File: src/rtl/dp_pkg.sv
package dp_pkg;
  localparam int FIELD_W = 8;
  localparam int BUS_W   = 32;
  localparam logic [7:0] STAT_OFS   = 8'h04;
  localparam logic [7:0] RATIO_BASE = 8'h0C;
  localparam int RATIO_STEP = 4;
endpackage

File: src/rtl/dp_counter.sv
module dp_counter #(
  parameter int W = 7
) (
  input  logic         clk,
  input  logic         rst_n,
  output logic [W-1:0] cnt
);
  logic [W-1:0] cnt_nxt;

  always_comb cnt_nxt = cnt + W'(1);

  always_ff @(posedge clk or negedge rst_n) begin
    if (!rst_n) cnt <= '0;
    else        cnt <= cnt_nxt;
  end

  p_cnt_step_r2: assert property (@(posedge clk) disable iff (!rst_n)
    1'b1 |=> cnt == $past(cnt) + W'(1));
endmodule

File: src/rtl/dp_regs.sv
module dp_regs
  import dp_pkg::*;
#(
  parameter int NDOM = 3,
  parameter int KMAX = 7,
  parameter int KW   = 3,
  parameter int AW   = 8
) (
  input  logic                       clk,
  input  logic                       rst_n,
  input  logic                       bus_wr,
  input  logic [AW-1:0]              bus_addr,
  input  logic [BUS_W-1:0]           bus_wdata,
  input  logic [NDOM-1:0]            commit,
  output logic [NDOM-1:0][KW-1:0]    tgt_k,
  output logic [NDOM-1:0]            pend,
  output logic                       acc_any
);
  logic [KW-1:0]           w_exp;
  logic                    w_legal;
  logic [NDOM-1:0]         hit, lo_ok, hi_ok, acc;
  logic [NDOM-1:0][KW-1:0] tgt_nxt;
  logic [NDOM-1:0]         pend_nxt;

  always_comb begin
    w_exp   = '0;
    w_legal = $onehot(bus_wdata[FIELD_W-1:0]);
    for (int i = 0; i < FIELD_W; i++) begin
      if (bus_wdata[i]) begin
        if (i > KMAX) w_legal = 1'b0;
        else          w_exp   = i[KW-1:0];
      end
    end
  end

  for (genvar g = 0; g < NDOM; g++) begin : g_dec
    assign hit[g] = bus_wr && (bus_addr == AW'(int'(RATIO_BASE) + RATIO_STEP * g));
    if (g == 0) begin : g_lo0
      assign lo_ok[g] = 1'b1;
    end else begin : g_lo
      assign lo_ok[g] = (w_exp >= tgt_k[g-1]);
    end
    if (g == NDOM - 1) begin : g_hiN
      assign hi_ok[g] = 1'b1;
    end else begin : g_hi
      assign hi_ok[g] = (w_exp <= tgt_k[g+1]);
    end
    assign acc[g] = hit[g] && w_legal && lo_ok[g] && hi_ok[g];
  end

  assign acc_any = |acc;

  always_comb begin
    for (int n = 0; n < NDOM; n++) begin
      tgt_nxt[n] = acc[n] ? w_exp : tgt_k[n];
    end
    pend_nxt = (pend & ~commit) | acc;
  end

  always_ff @(posedge clk or negedge rst_n) begin
    if (!rst_n) begin
      tgt_k <= '0;
      pend  <= '0;
    end else begin
      tgt_k <= tgt_nxt;
      pend  <= pend_nxt;
    end
  end

  p_bad_value_kept_r3: assert property (@(posedge clk) disable iff (!rst_n)
    (bus_wr && !$onehot(bus_wdata[FIELD_W-1:0])) |=> tgt_k == $past(tgt_k));

  for (genvar g = 1; g < NDOM; g++) begin : g_ord
    p_order_kept_r4: assert property (@(posedge clk) disable iff (!rst_n)
      tgt_k[g] >= tgt_k[g-1]);
  end
endmodule

File: src/rtl/dp_domain.sv
module dp_domain #(
  parameter int KMAX = 7,
  parameter int KW   = 3
) (
  input  logic            clk,
  input  logic            rst_n,
  input  logic [KMAX-1:0] cnt,
  input  logic [KW-1:0]   tgt_k,
  input  logic            pend,
  output logic [KW-1:0]   cur_k,
  output logic            tick,
  output logic            commit
);
  function automatic logic [KMAX-1:0] low_mask(input logic [KW-1:0] k);
    logic [KMAX-1:0] m;
    for (int i = 0; i < KMAX; i++) m[i] = (i < int'(k));
    return m;
  endfunction

  logic [KW-1:0] k_wide;
  logic          coincide;
  logic [KW-1:0] cur_nxt;

  always_comb begin
    k_wide   = (cur_k > tgt_k) ? cur_k : tgt_k;
    coincide = ((cnt & low_mask(k_wide)) == '0);
    tick     = ((cnt & low_mask(cur_k)) == '0);
    commit   = pend && coincide;
    cur_nxt  = commit ? tgt_k : cur_k;
  end

  always_ff @(posedge clk or negedge rst_n) begin
    if (!rst_n) cur_k <= '0;
    else        cur_k <= cur_nxt;
  end

  p_hold_until_switch_r5: assert property (@(posedge clk) disable iff (!rst_n)
    !commit |=> cur_k == $past(cur_k));
  p_switch_on_shared_fall_r5: assert property (@(posedge clk) disable iff (!rst_n)
    commit |-> (tick && ((cnt & low_mask(tgt_k)) == '0)));
endmodule

File: src/rtl/domain_prescaler.sv
module domain_prescaler
  import dp_pkg::*;
#(
  parameter int NDOM = 3,
  parameter int KMAX = 7,
  parameter int AW   = 8
) (
  input  logic             clk,
  input  logic             rst_n,
  input  logic             bus_wr,
  input  logic [AW-1:0]    bus_addr,
  input  logic [BUS_W-1:0] bus_wdata,
  output logic [BUS_W-1:0] bus_rdata,
  output logic [NDOM-1:0]  dom_tick,
  output logic             clk_ready
);
  localparam int KW = $clog2(KMAX + 1);

  logic [KMAX-1:0]         cnt;
  logic [NDOM-1:0][KW-1:0] tgt_k, cur_k;
  logic [NDOM-1:0]         pend, commit;
  logic                    acc_any, w1c, done_evt, ready_nxt;

  dp_counter #(.W(KMAX)) u_cnt (.clk(clk), .rst_n(rst_n), .cnt(cnt));

  dp_regs #(.NDOM(NDOM), .KMAX(KMAX), .KW(KW), .AW(AW)) u_regs (
    .clk(clk), .rst_n(rst_n), .bus_wr(bus_wr), .bus_addr(bus_addr),
    .bus_wdata(bus_wdata), .commit(commit), .tgt_k(tgt_k), .pend(pend),
    .acc_any(acc_any));

  for (genvar g = 0; g < NDOM; g++) begin : g_dom
    dp_domain #(.KMAX(KMAX), .KW(KW)) u_dom (
      .clk(clk), .rst_n(rst_n), .cnt(cnt), .tgt_k(tgt_k[g]), .pend(pend[g]),
      .cur_k(cur_k[g]), .tick(dom_tick[g]), .commit(commit[g]));
  end

  always_comb begin
    w1c      = bus_wr && (bus_addr == AW'(STAT_OFS)) && bus_wdata[0];
    done_evt = (|commit) && ((pend & ~commit) == '0);
    if (acc_any || w1c) ready_nxt = 1'b0;
    else if (done_evt)  ready_nxt = 1'b1;
    else                ready_nxt = clk_ready;
  end

  always_ff @(posedge clk or negedge rst_n) begin
    if (!rst_n) clk_ready <= 1'b0;
    else        clk_ready <= ready_nxt;
  end

  always_comb begin
    bus_rdata = '0;
    if (bus_addr == AW'(STAT_OFS)) bus_rdata[0] = clk_ready;
    for (int n = 0; n < NDOM; n++) begin
      if (bus_addr == AW'(int'(RATIO_BASE) + RATIO_STEP * n))
        bus_rdata[FIELD_W-1:0] = FIELD_W'(1) << cur_k[n];
    end
  end

  p_ready_clear_r6: assert property (@(posedge clk) disable iff (!rst_n)
    acc_any |=> !clk_ready);
  p_ready_set_r6: assert property (@(posedge clk) disable iff (!rst_n)
    $rose(clk_ready) |-> $past(|commit));
  p_upper_zero_r7: assert property (@(posedge clk) disable iff (!rst_n)
    bus_rdata[BUS_W-1:FIELD_W] == '0);
endmodule

File: config.mk
export PLATFORM = sky130hd
export DESIGN_NAME = domain_prescaler
export DESIGN_NICKNAME = d
export VERILOG_FILES = /design/src/rtl/dp_pkg.sv /design/src/rtl/dp_counter.sv /design/src/rtl/dp_regs.sv /design/src/rtl/dp_domain.sv /design/src/rtl/domain_prescaler.sv
export SDC_FILE = /design/constraint.sdc
export NUM_CORES = 1
export LEC_CHECK = 0
export BUFFER_PORTS_ARGS = -buffer_cell sky130_fd_sc_hd__buf_2
export CAP_MARGIN = 20
export CORE_MARGIN = 2
export CORE_UTILIZATION = 59
export DETAILED_ROUTE_END_ITERATION = 10
export HOLD_SLACK_MARGIN = 0.02
export PLACE_DENSITY_LB_ADDON = 0.3
export SETUP_SLACK_MARGIN = 0.15
export SLEW_MARGIN = 15
export SYNTH_ARGS = -nofsm -noshare
export SYNTH_HDL_FRONTEND = slang
export SYNTH_HIERARCHICAL = 1
export SYNTH_SLANG_ARGS = --single-unit
File: constraint.sdc
create_clock -name clk -period 5 [get_ports clk]
set_clock_uncertainty 0.05 [all_clocks]
set_input_delay 1.5 -clock clk [delete_from_list [all_inputs] [get_ports clk]]
set_output_delay 1.5 -clock clk [all_outputs]
set_load 0.1 [all_outputs]
Word-level counts from Yosys, hierarchy flattened
Cells that the tools add are included.

storage, ports and cells
  bits in registers = 29
  output and inout port bits = 36
  logic and storage cells = 126

cells by class
  add/subtract/negate cells = 8
  $lt $le $gt $ge = 49
  eq/ne operators = 5
  shifts and indexed selects = 3
  multiplexer cells = 16
  bitwise logic cells = 9
  reductions and logical operators = 27

operators with widths
  operator                                                   number
  less-than comparator 3 bit, first input constant           18
  AND 7 bit                                                  6
  zero test 7 bit                                            6
  less-than comparator 1 x 3 -> 1 bit, first input constant  12
  less-than comparator 2 x 3 -> 1 bit, first input constant  12
  2-to-1 mux 3 bit                                           9
  2-to-1 mux 8 bit                                           3
  left shift 1 x 3 -> 8 bit, first input constant            3
  equality test 8 x 5 -> 1 bit, second input constant        2
  logical AND 1 bit                                          16
  adder 4 bit                                                3
  greater-than comparator 3 bit                              3
  adder 1 x 1 -> 2 bit                                       4
  equality test 8 x 3 -> 1 bit, second input constant        1
  equality test 8 x 4 -> 1 bit, second input constant        1
  adder 7 x 1 -> 7 bit, second input constant                1
  greater-or-equal comparator 3 bit                          2
  less-or-equal comparator 3 bit                             2
  OR reduction 3 bit                                         2
  equality test 4 x 1 -> 1 bit, second input constant        1
  2-to-1 mux 1 bit                                           4
  AND 3 bit                                                  1
  zero test 3 bit                                            1
  NOT 3 bit                                                  1
  3 further kinds                                            3

Depth between registers and ports, before layout
Gate-level depths: netlist (run 1).

  depth after elaboration = 13
  mapped depth = 15

Modules after synthesis
Netlist (run 1), hierarchy kept.

modules (own cells, without submodules)
  module            instances  cells each  area each (sq um)  sequential area each (sq um)
  dp_domain         3          48          444.2              75.1
  dp_regs           1          97          964.7              300.3
  domain_prescaler  1          83          600.6              25.0
  dp_counter        1          19          272.8              175.2

Worst setup path before layout (run 1)
OpenSTA, ideal clock, no wires.

  path kind = in2out
  from = in bus_addr[1]
  to = out bus_rdata[1]
  arrival time = 4,340 ps
  data required time = 3,450 ps
  path slack = -890 ps
  stages on the path = 3
  buffers on the path = 0
  cells stage by stage = nor4_4 nand4_1 o32ai_1

between the ends
  cells in the longest elaborated chain, start to end = 4
  elaborated cells between the ends (all ways) = 6
  those cells by class = eq/ne: 3; mux: 3

ends and longest elaborated chain
  element                        RTL line                source
  from (decl)                    domain_prescaler.sv:11  input logic [AW-1:0] bus_addr,
  equality test 8 x 4 -> 1 bit   domain_prescaler.sv:54  if (bus_addr == AW'(int'(RATIO_BASE) + RATIO_STEP * n))
  2-to-1 mux 8 bit (2 in a row)  domain_prescaler.sv:54
  2-to-1 mux 8 bit (*)           domain_prescaler.sv:54
  to (decl)                      domain_prescaler.sv:13  output logic [BUS_W-1:0] bus_rdata,

Mark *: on every way between the ends. The rest lies on a longest branch, timed or not.

Final worst setup path (run 1)
  from = in bus_wdata[0]
  to = reg u_regs/tgt_k[5] (netlist name)

between the ends
  cells in the longest elaborated chain, start to end = 7

ends and longest elaborated chain
  element                         RTL line                source
  from (decl)                     domain_prescaler.sv:12  input logic [BUS_W-1:0] bus_wdata,
  adder 1 x 1 -> 2 bit            dp_regs.sv:27           w_legal = $onehot(bus_wdata[FIELD_W-1:0]);
  adder 4 bit (2 in a row)        dp_regs.sv:27
  equality test 4 x 1 -> 1 bit    dp_regs.sv:27
  logical AND 1 bit (3 in a row)  dp_regs.sv:48           assign acc[g] = hit[g] && w_legal && lo_ok[g] && hi_ok[g];
  to (signal assigned)            dp_regs.sv:65           tgt_k <= tgt_nxt;
  to (decl)                       dp_regs.sv:15           output logic [NDOM-1:0][KW-1:0] tgt_k,

No other way between the ends.
A chain may end at the register's enable or synchronous reset.

==> results of run 1 <==
==> sequential cells by signal, indices dropped and copies added, names as in the netlist <==
register / count
u_regs/pend: 3
u_regs/tgt_k: 9
clk_ready: 1
u_cnt/cnt: 7
g_dom.u_dom/cur_k: 9
==> path summary, 6_finish.rpt <==
check / depth (start not counted) / start / to / slack (ns)
max in group asynchronous: 1 / rst_n / u_regs/tgt_k[0] / 3.27
max reg2reg: 11 / g_dom[2].u_dom/cur_k[0] / clk_ready / 1.79
min reg2reg: 1 / u_regs/pend[0] / u_regs/pend[0] / 0.50
min: 1 / u_regs/pend[0] / u_regs/pend[0] / 0.50
max: 14 / bus_wdata[0] / u_regs/tgt_k[5] / 0.23
min in group asynchronous: 1 / rst_n / u_cnt/cnt[3] / 1.20
==> per-stage QoR <==
step / hold slack, ns / TNS [ns] / total power [mW] / cell area [µm²]
after detailed placement: 0.461 / -1.33 / 0.435 / 3410
after global placement: 0.460 / -0.726 / 0.429 / 3410
after global routing: 0.509 / 0 / 0.730 / 3590
after floorplan: 0.410 / -0.618 / 0.409 / 3300
final: 0.498 / 0 / 0.701 / 3590
after CTS: 0.487 / 0 / 0.693 / 3530
==> cells in the mapped netlist (all sizes together) (7+ instances only) <==
library cell,count,area share (%)
a21oi,12,2.6
mux2i,9,2.8
nor2,12,1.4
nand3,10,1.7
nor2b,8,1.6
dfrtp,29,23
mux2,24,8.9
ha,22,8.7
inv,43,5.1
nand3b,7,1.7
o21ai,17,2.7
nand2,21,2.5
buf,25,5.8
==> what timing repair did <==
item / in CTS / in global routing
pin swaps: 1 / 1
resized for setup: 1 / 14
endpoints found under the hold margin: 0 / 0
setup buffers: 0 / 3
setup endpoints to repair: 7 / 7
==> layout make-up <==
cell class                      instances  share of cell area, %
Timing Repair Buffer                   40                   6.54
Tap cell                               70                   2.44
Inverter                               43                   4.49
Multi-Input combinational cell        269                   63.0
Clock buffer                            6                   2.30
Sequential cell                        29                   20.2
Clock inverter                          2                   1.04
==> placed cells by master, fill, tap and decap left out, drive strengths merged, types with 5 or more instances in the layout <==
| cell | instances |
|---|---|
| o211ai | 6 |
| nand3b | 7 |
| clkbuf | 6 |
| nor2b | 8 |
| a31oi | 5 |
| buf | 40 |
| inv | 43 |
| nand3 | 10 |
| o21ai | 17 |
| a21oi | 12 |
| ha | 22 |
| or2 | 5 |
| conb | 24 |
| mux2i | 9 |
| o22ai | 6 |
| nor4b | 6 |
| dfrtp | 29 |
| nor2 | 12 |
| nand2 | 21 |
| and3 | 5 |
| mux2 | 24 |
| a21o | 5 |
==> power breakdown <==
part           total [mW]  switching [mW]  internal (mW)
sequential          0.242         0.00456          0.237
combinational       0.204           0.149         0.0548
clock               0.255          0.0933          0.162
total               0.701           0.247          0.454
==> metal layers <==
metal  track usage (%)  vias up  part of all wire (%)
met5                 0        -                     0
met4              8.21        0                   1.9
met3              4.12       19                   3.8
met2              44.4       88                    49
met1              34.1     1315                    45
li1                  -     1309                     -
==> worst register-to-register path: stages (launching register included) <==
cell and delay [ns]:
dfrtp_1 0.59, inv_1 0.18, ha_1 0.32, and3_4 0.18, mux2_1 0.31, and4_4 0.20, a2111oi_4 0.39, o211ai_2 0.19
inv_1 0.14, inv_1 0.05, a222oi_1 0.36, o211a_1 0.18
==> cells by family after synthesis <==
| logic type | synth area share (%) |
|---|---|
| other | 0.118 |
| buffers and inverters | 10.9 |
| DFF | 22.9 |
| and+or+nand+nor | 20.4 |
| xor gates and xnor gates | 1.38 |
| muxes | 11.7 |
| AOI/OAI and AO/OA | 21.4 |
| adders and majority gates | 11.2 |
==> qor.txt, run 1 <==
First-pass detailed-route iteration total = 5
Unrepaired setup endpoints after global routing = yes
Hold buffer count at CTS = 0
DR DRC count = 0
Pin count of the biggest net entering global routing = 30
Port buffer count = 30
Cell count after placement = 448
Post-place setup slack = -0.231 ns
Worst-path cell chain = buf_6 > inv_2 > fa_1 > fa_1 > fa_1 > inv_2 > ha_4 > inv_2 > fa_2 > nand4b_1 > nor3_2 > nor4b_4 > buf_6 > mux2_2
Via count = 2731
Total of max-cap violations = 0
Critical Path AT = 4.89 ns
Worst-path maximum fanout = 5
CTS tree = yes
Final Util = 69.9%
Syn avg cell area = 9.24 µm²
CP max stage cell = fa_1
Routability cong. = 0.865
Max Fclk = 210 MHz
Worst setup EP type = flop
HPWL Detailed = 5380 µm
Rows = 26
Fin. max-slew vios = 0
Final wirelength = 7360 µm
Final Hold Vio Count = 0
Initial Util = 61.7%
Startpoint Class = input pin
# fillers = 419
Hold Crit Class = reg -> reg
Outcome = completed
# setup viols final = 0
Core area = 5140 µm²
CP max stage delay = 0.55 ns
Relative slew margins = 55.7%
Critical path type = in -> reg
Fin crit share = 95.4%
Vias in the first global route = 2732
Initial antenna violation count = 0
Leak = 1.54 nW
Number of library cell types mapped by synthesis = 64
Asr flop ratio synth = 100%
Die Footprint = 5980 µm²
Worst-Margin Slew = 0.664 ns
Initial drt markers = 155
Buf/Inv on CP = 5
Yosys warnings = 6
Ys flop type = dfrtp_1
Worst vdd ir = 0.000143 V
FF+latch area = 726 µm²
Routed Antenna Nets = 0
Area grow syn2layout = 13.4%
Total congestion overflow = 0
Clock net sink count = 29
Delay-heaviest family, CP = adder cells
Num CTS Buffers = 5
Post-route minimum period = 4.77 ns
First-pass GRT wire length = 12800 µm
Number of flops mapped to enable cells by yosys = 0
Die Ht = 77.3 µm
H-tree level count = 2
Vias per cell = 5.95
Total GRT Usage = 26.2%
Ports = 79
Cell count after synthesis = 343
Power density cells = 195 nW/µm²
Wire length per cell = 16.0 µm
Chip Width = 77.3 µm
Clk Latency, worst-skew pair = 0.28 ns
Final #Nets = 457
Antenna cells = 0
Max Root-Sink Buffers = 2
Seq/Total Area, Yosys = 22.9%
Clk slew on worst S/H paths = 0.07 ns
Footprint of the multi-input gates = 2260 µm²
Final worst slack = 0.229 ns
Layout cells sized above 1 = 29.3%
Seq cells post-synth = 29
Root Driver = clkbuf_8
Final std cells w/o fill = 459
Worst endpoint required time = 5.12 ns
Netlist Area Pre-Place = 3170 µm²
(Power assumes the default switching activity.)
==> run 2: changes to the inputs <==
- BUFFER_PORTS_ARGS: -buffer_cell sky130_fd_sc_hd__buf_2 -> -buffer_cell sky130_fd_sc_hd__buf_4
==> run 2 against run 1 <==
First-iteration DRC count grew 36%. Flip-flop and latch count is the same. Via count increased by 0.33%. Sequential power barely moved. Critical endpoint unchanged. Wire length up 3.6%. Clock power is essentially flat. Maximum frequency decreased by 2.0%. Power grew 1.1%. Count of clock-buffer cells in the layout is the same. Hold slack got worse by 0.017 ns. Die area unchanged. Global-route usage is 0.068 points lower.
==> qor.txt, run 2 (same netlist as run 1, synthesis figures left out) <==
Outcome = completed
Clk slew on worst S/H paths = 0.07 ns (about the same)
Final Hold Vio Count = 0 (unchanged)
Critical Path AT = 4.99 ns (+0.10 ns)
Pint = 457 µW (+0.80%)
Final Util = 71.4% (+1.5 points)
Relative slew margins = 55.0% (-0.66 points)
Max Fclk = 205 MHz (-2.0%)
Ports = 79 (unchanged)
DR DRC count = 0 (unchanged)
Clock share of power = 36.2% (-0.2 points)
Worst setup EP type = flop
Seq pwr share = 34.1% (-0.4 points)
Post-route minimum period = 4.87 ns (+0.0966 ns)
Startpoint Class = input pin
Wire length per cell = 16.7 µm (+4.0%)
Worst endpoint required time = 5.12 ns (about the same)
Most common cell after layout, fill and taps aside = inv_1
Total GRT Usage = 26.1% (-0.068 points)
Power density cells = 193 nW/µm² (-0.93%)
Pin count of the biggest net entering global routing = 30 (unchanged)
Die Footprint = 5980 µm² (unchanged)
Initial antenna violation count = 0 (unchanged)
Fin crit share = 97.3% (+1.9 points)
Num CTS Buffers = 5 (unchanged)
Worst vdd ir = 0.000198 V (+39%)
Total of max-cap violations = 0 (unchanged)
Final std cells w/o fill = 457 (-0.44%)
First-pass detailed-route iteration total = 4 (-1)
Vias per cell = 6.00 (+0.77%)
Met2 Use GR = 44.1% (-0.35 points)
Routed Antenna Nets = 0 (unchanged)
Cell count after placement = 446 (-0.45%)
Final #Nets = 455 (-0.44%)
# setup viols final = 0 (unchanged)
Switching part of the total = 35.5% (+0.22 points)
Unrepaired setup endpoints after global routing = yes
First-pass GRT wire length = 12700 µm (-0.91%)
Initial drt markers = 211 (+36%)
Area grow syn2layout = 15.7%
Initial Util = 61.7% (unchanged)
Antenna cells = 0 (unchanged)
Largest regs = g_dom.u_dom/cur_k (9), u_regs/tgt_k (9), u_cnt/cnt (7)
Die Ht = 77.3 µm (unchanged)
Met1 Track Usage GR = 34.3% (+0.17 points)
Vias in the first global route = 2612 (-4.4%)
P_sw = 252 µW (+1.8%)
Max Root-Sink Buffers = 2 (unchanged)
Layout cells sized above 1 = 29.2% (-0.11 points)
CTS tree = yes
Total congestion overflow = 0 (unchanged)
Routability cong. = 0.886 (+2.5%)
Hold Crit Class = reg -> reg
Final wirelength = 7630 µm (+3.6%)
Via count = 2740 (+0.33%)
Gr busiest metal = met2
Worst-path maximum fanout = 5 (unchanged)
Met3 Usage GRT = 4.24% (+0.12 points)
H-tree level count = 2 (unchanged)
Core area = 5140 µm² (unchanged)
Chip Width = 77.3 µm (unchanged)
Worst-Margin Slew = 0.674 ns (+0.00984 ns)
Root Driver = clkbuf_8
Clk Latency, worst-skew pair = 0.28 ns (about the same)
Fin Hold WS = 0.481 ns (-0.0171 ns)
Fin. max-slew vios = 0 (unchanged)
Rows = 26 (unchanged)
Port buffer count = 30 (unchanged)
Commonest non-fill, non-tap cells in the layout = inv_1, buf_4, dfrtp_1
Hold buffer count at CTS = 0 (unchanged)
Logic pwr share = 29.7% (+0.6 points)
Clock net sink count = 29 (unchanged)
Power, Total = 709 µW (+1.1%)
Critical path type = in -> reg
HPWL Detailed = 5630 µm (+4.6%)
Leak = 1.55 nW (+0.84%)
==> run 2: cell count changes in the layout (fill, tap and decap cells not counted), moves of 2 or more <==
cell | before | now
inv_2 | 5 | 3
inv_4 | 0 | 2
buf_4 | 9 | 37
buf_6 | 2 | 0
buf_2 | 29 | 0
==> run 2: worst paths after layout <==
path,slack [ns],cells after the start,startpoint,to
setup / recovery,0.13,14,bus_wdata[3],u_regs/tgt_k[5]
hold / removal,0.48,1,u_regs/pend[0],u_regs/pend[0]
setup reg to reg,1.80,11,g_dom[1].u_dom/cur_k[0],clk_ready
hold reg to reg,0.48,1,u_regs/pend[0],u_regs/pend[0]
max in group asynchronous,3.52,1,rst_n,g_dom[0].u_dom/cur_k[1]
min in group asynchronous,1.09,1,rst_n,g_dom[2].u_dom/cur_k[0]
==> run 2: layout make-up <==
cell class              instances  area [µm²]
clock buffers                   6        82.6
inverters                      43         166
repair buffers                 38         293
fillers                       406        1470
multi-input cells             269        2280
clock inverters                 2        37.5
flip-flops and latches         29         726
well taps                      70        87.6
==> run 2: worst max-delay path: stages <==
cell and delay, ns:
buf_8 0.08, inv_4 0.03, fa_1 0.50, fa_1 0.53
fa_1 0.41, inv_1 0.07, ha_2 0.19, inv_2 0.04
fa_2 0.52, nand4b_1 0.15, nor3_4 0.23, nor4b_4 0.23
buf_4 0.19, mux2_2 0.33
==> run 2: metrics by stage <==
stage	cell area (µm²)	setup slack (ns)	TNS [ns]
3_5_place_dp	3470	-0.194	-1.10
3_3_place_gp	3470	-0.121	-0.649
2_1_floorplan	3300	-0.155	-0.618
4_1_cts	3590	0.103	0
5_1_grt	3670	0.0202	0
6_report	3670	0.133	0
==> run 2: metal layers <==
metal | part of all wire (%) | up-vias
met5 | 0 | -
met4 | 2.3 | 0
li1 | - | 1304
met2 | 50 | 66
met1 | 44 | 1354
met3 | 3.9 | 16
==> run 2: power by group through the flow <==
stage                     clock network, mW  registers (mW)  logic [mW]
after floorplan                           0           0.251       0.158
after global placement                    0           0.246       0.187
after detailed placement                  0           0.246       0.193
after CTS                             0.259           0.241       0.194
after global routing                  0.270           0.242       0.226
final                                 0.257           0.242       0.211
==> run 2: repair_timing <==
item / CTS / global route
setup buffers: 0 / 3
pin swaps: 2 / 6
gates cloned: 0 / 0
resized for setup: 1 / 20
setup endpoints to repair: 4 / 10
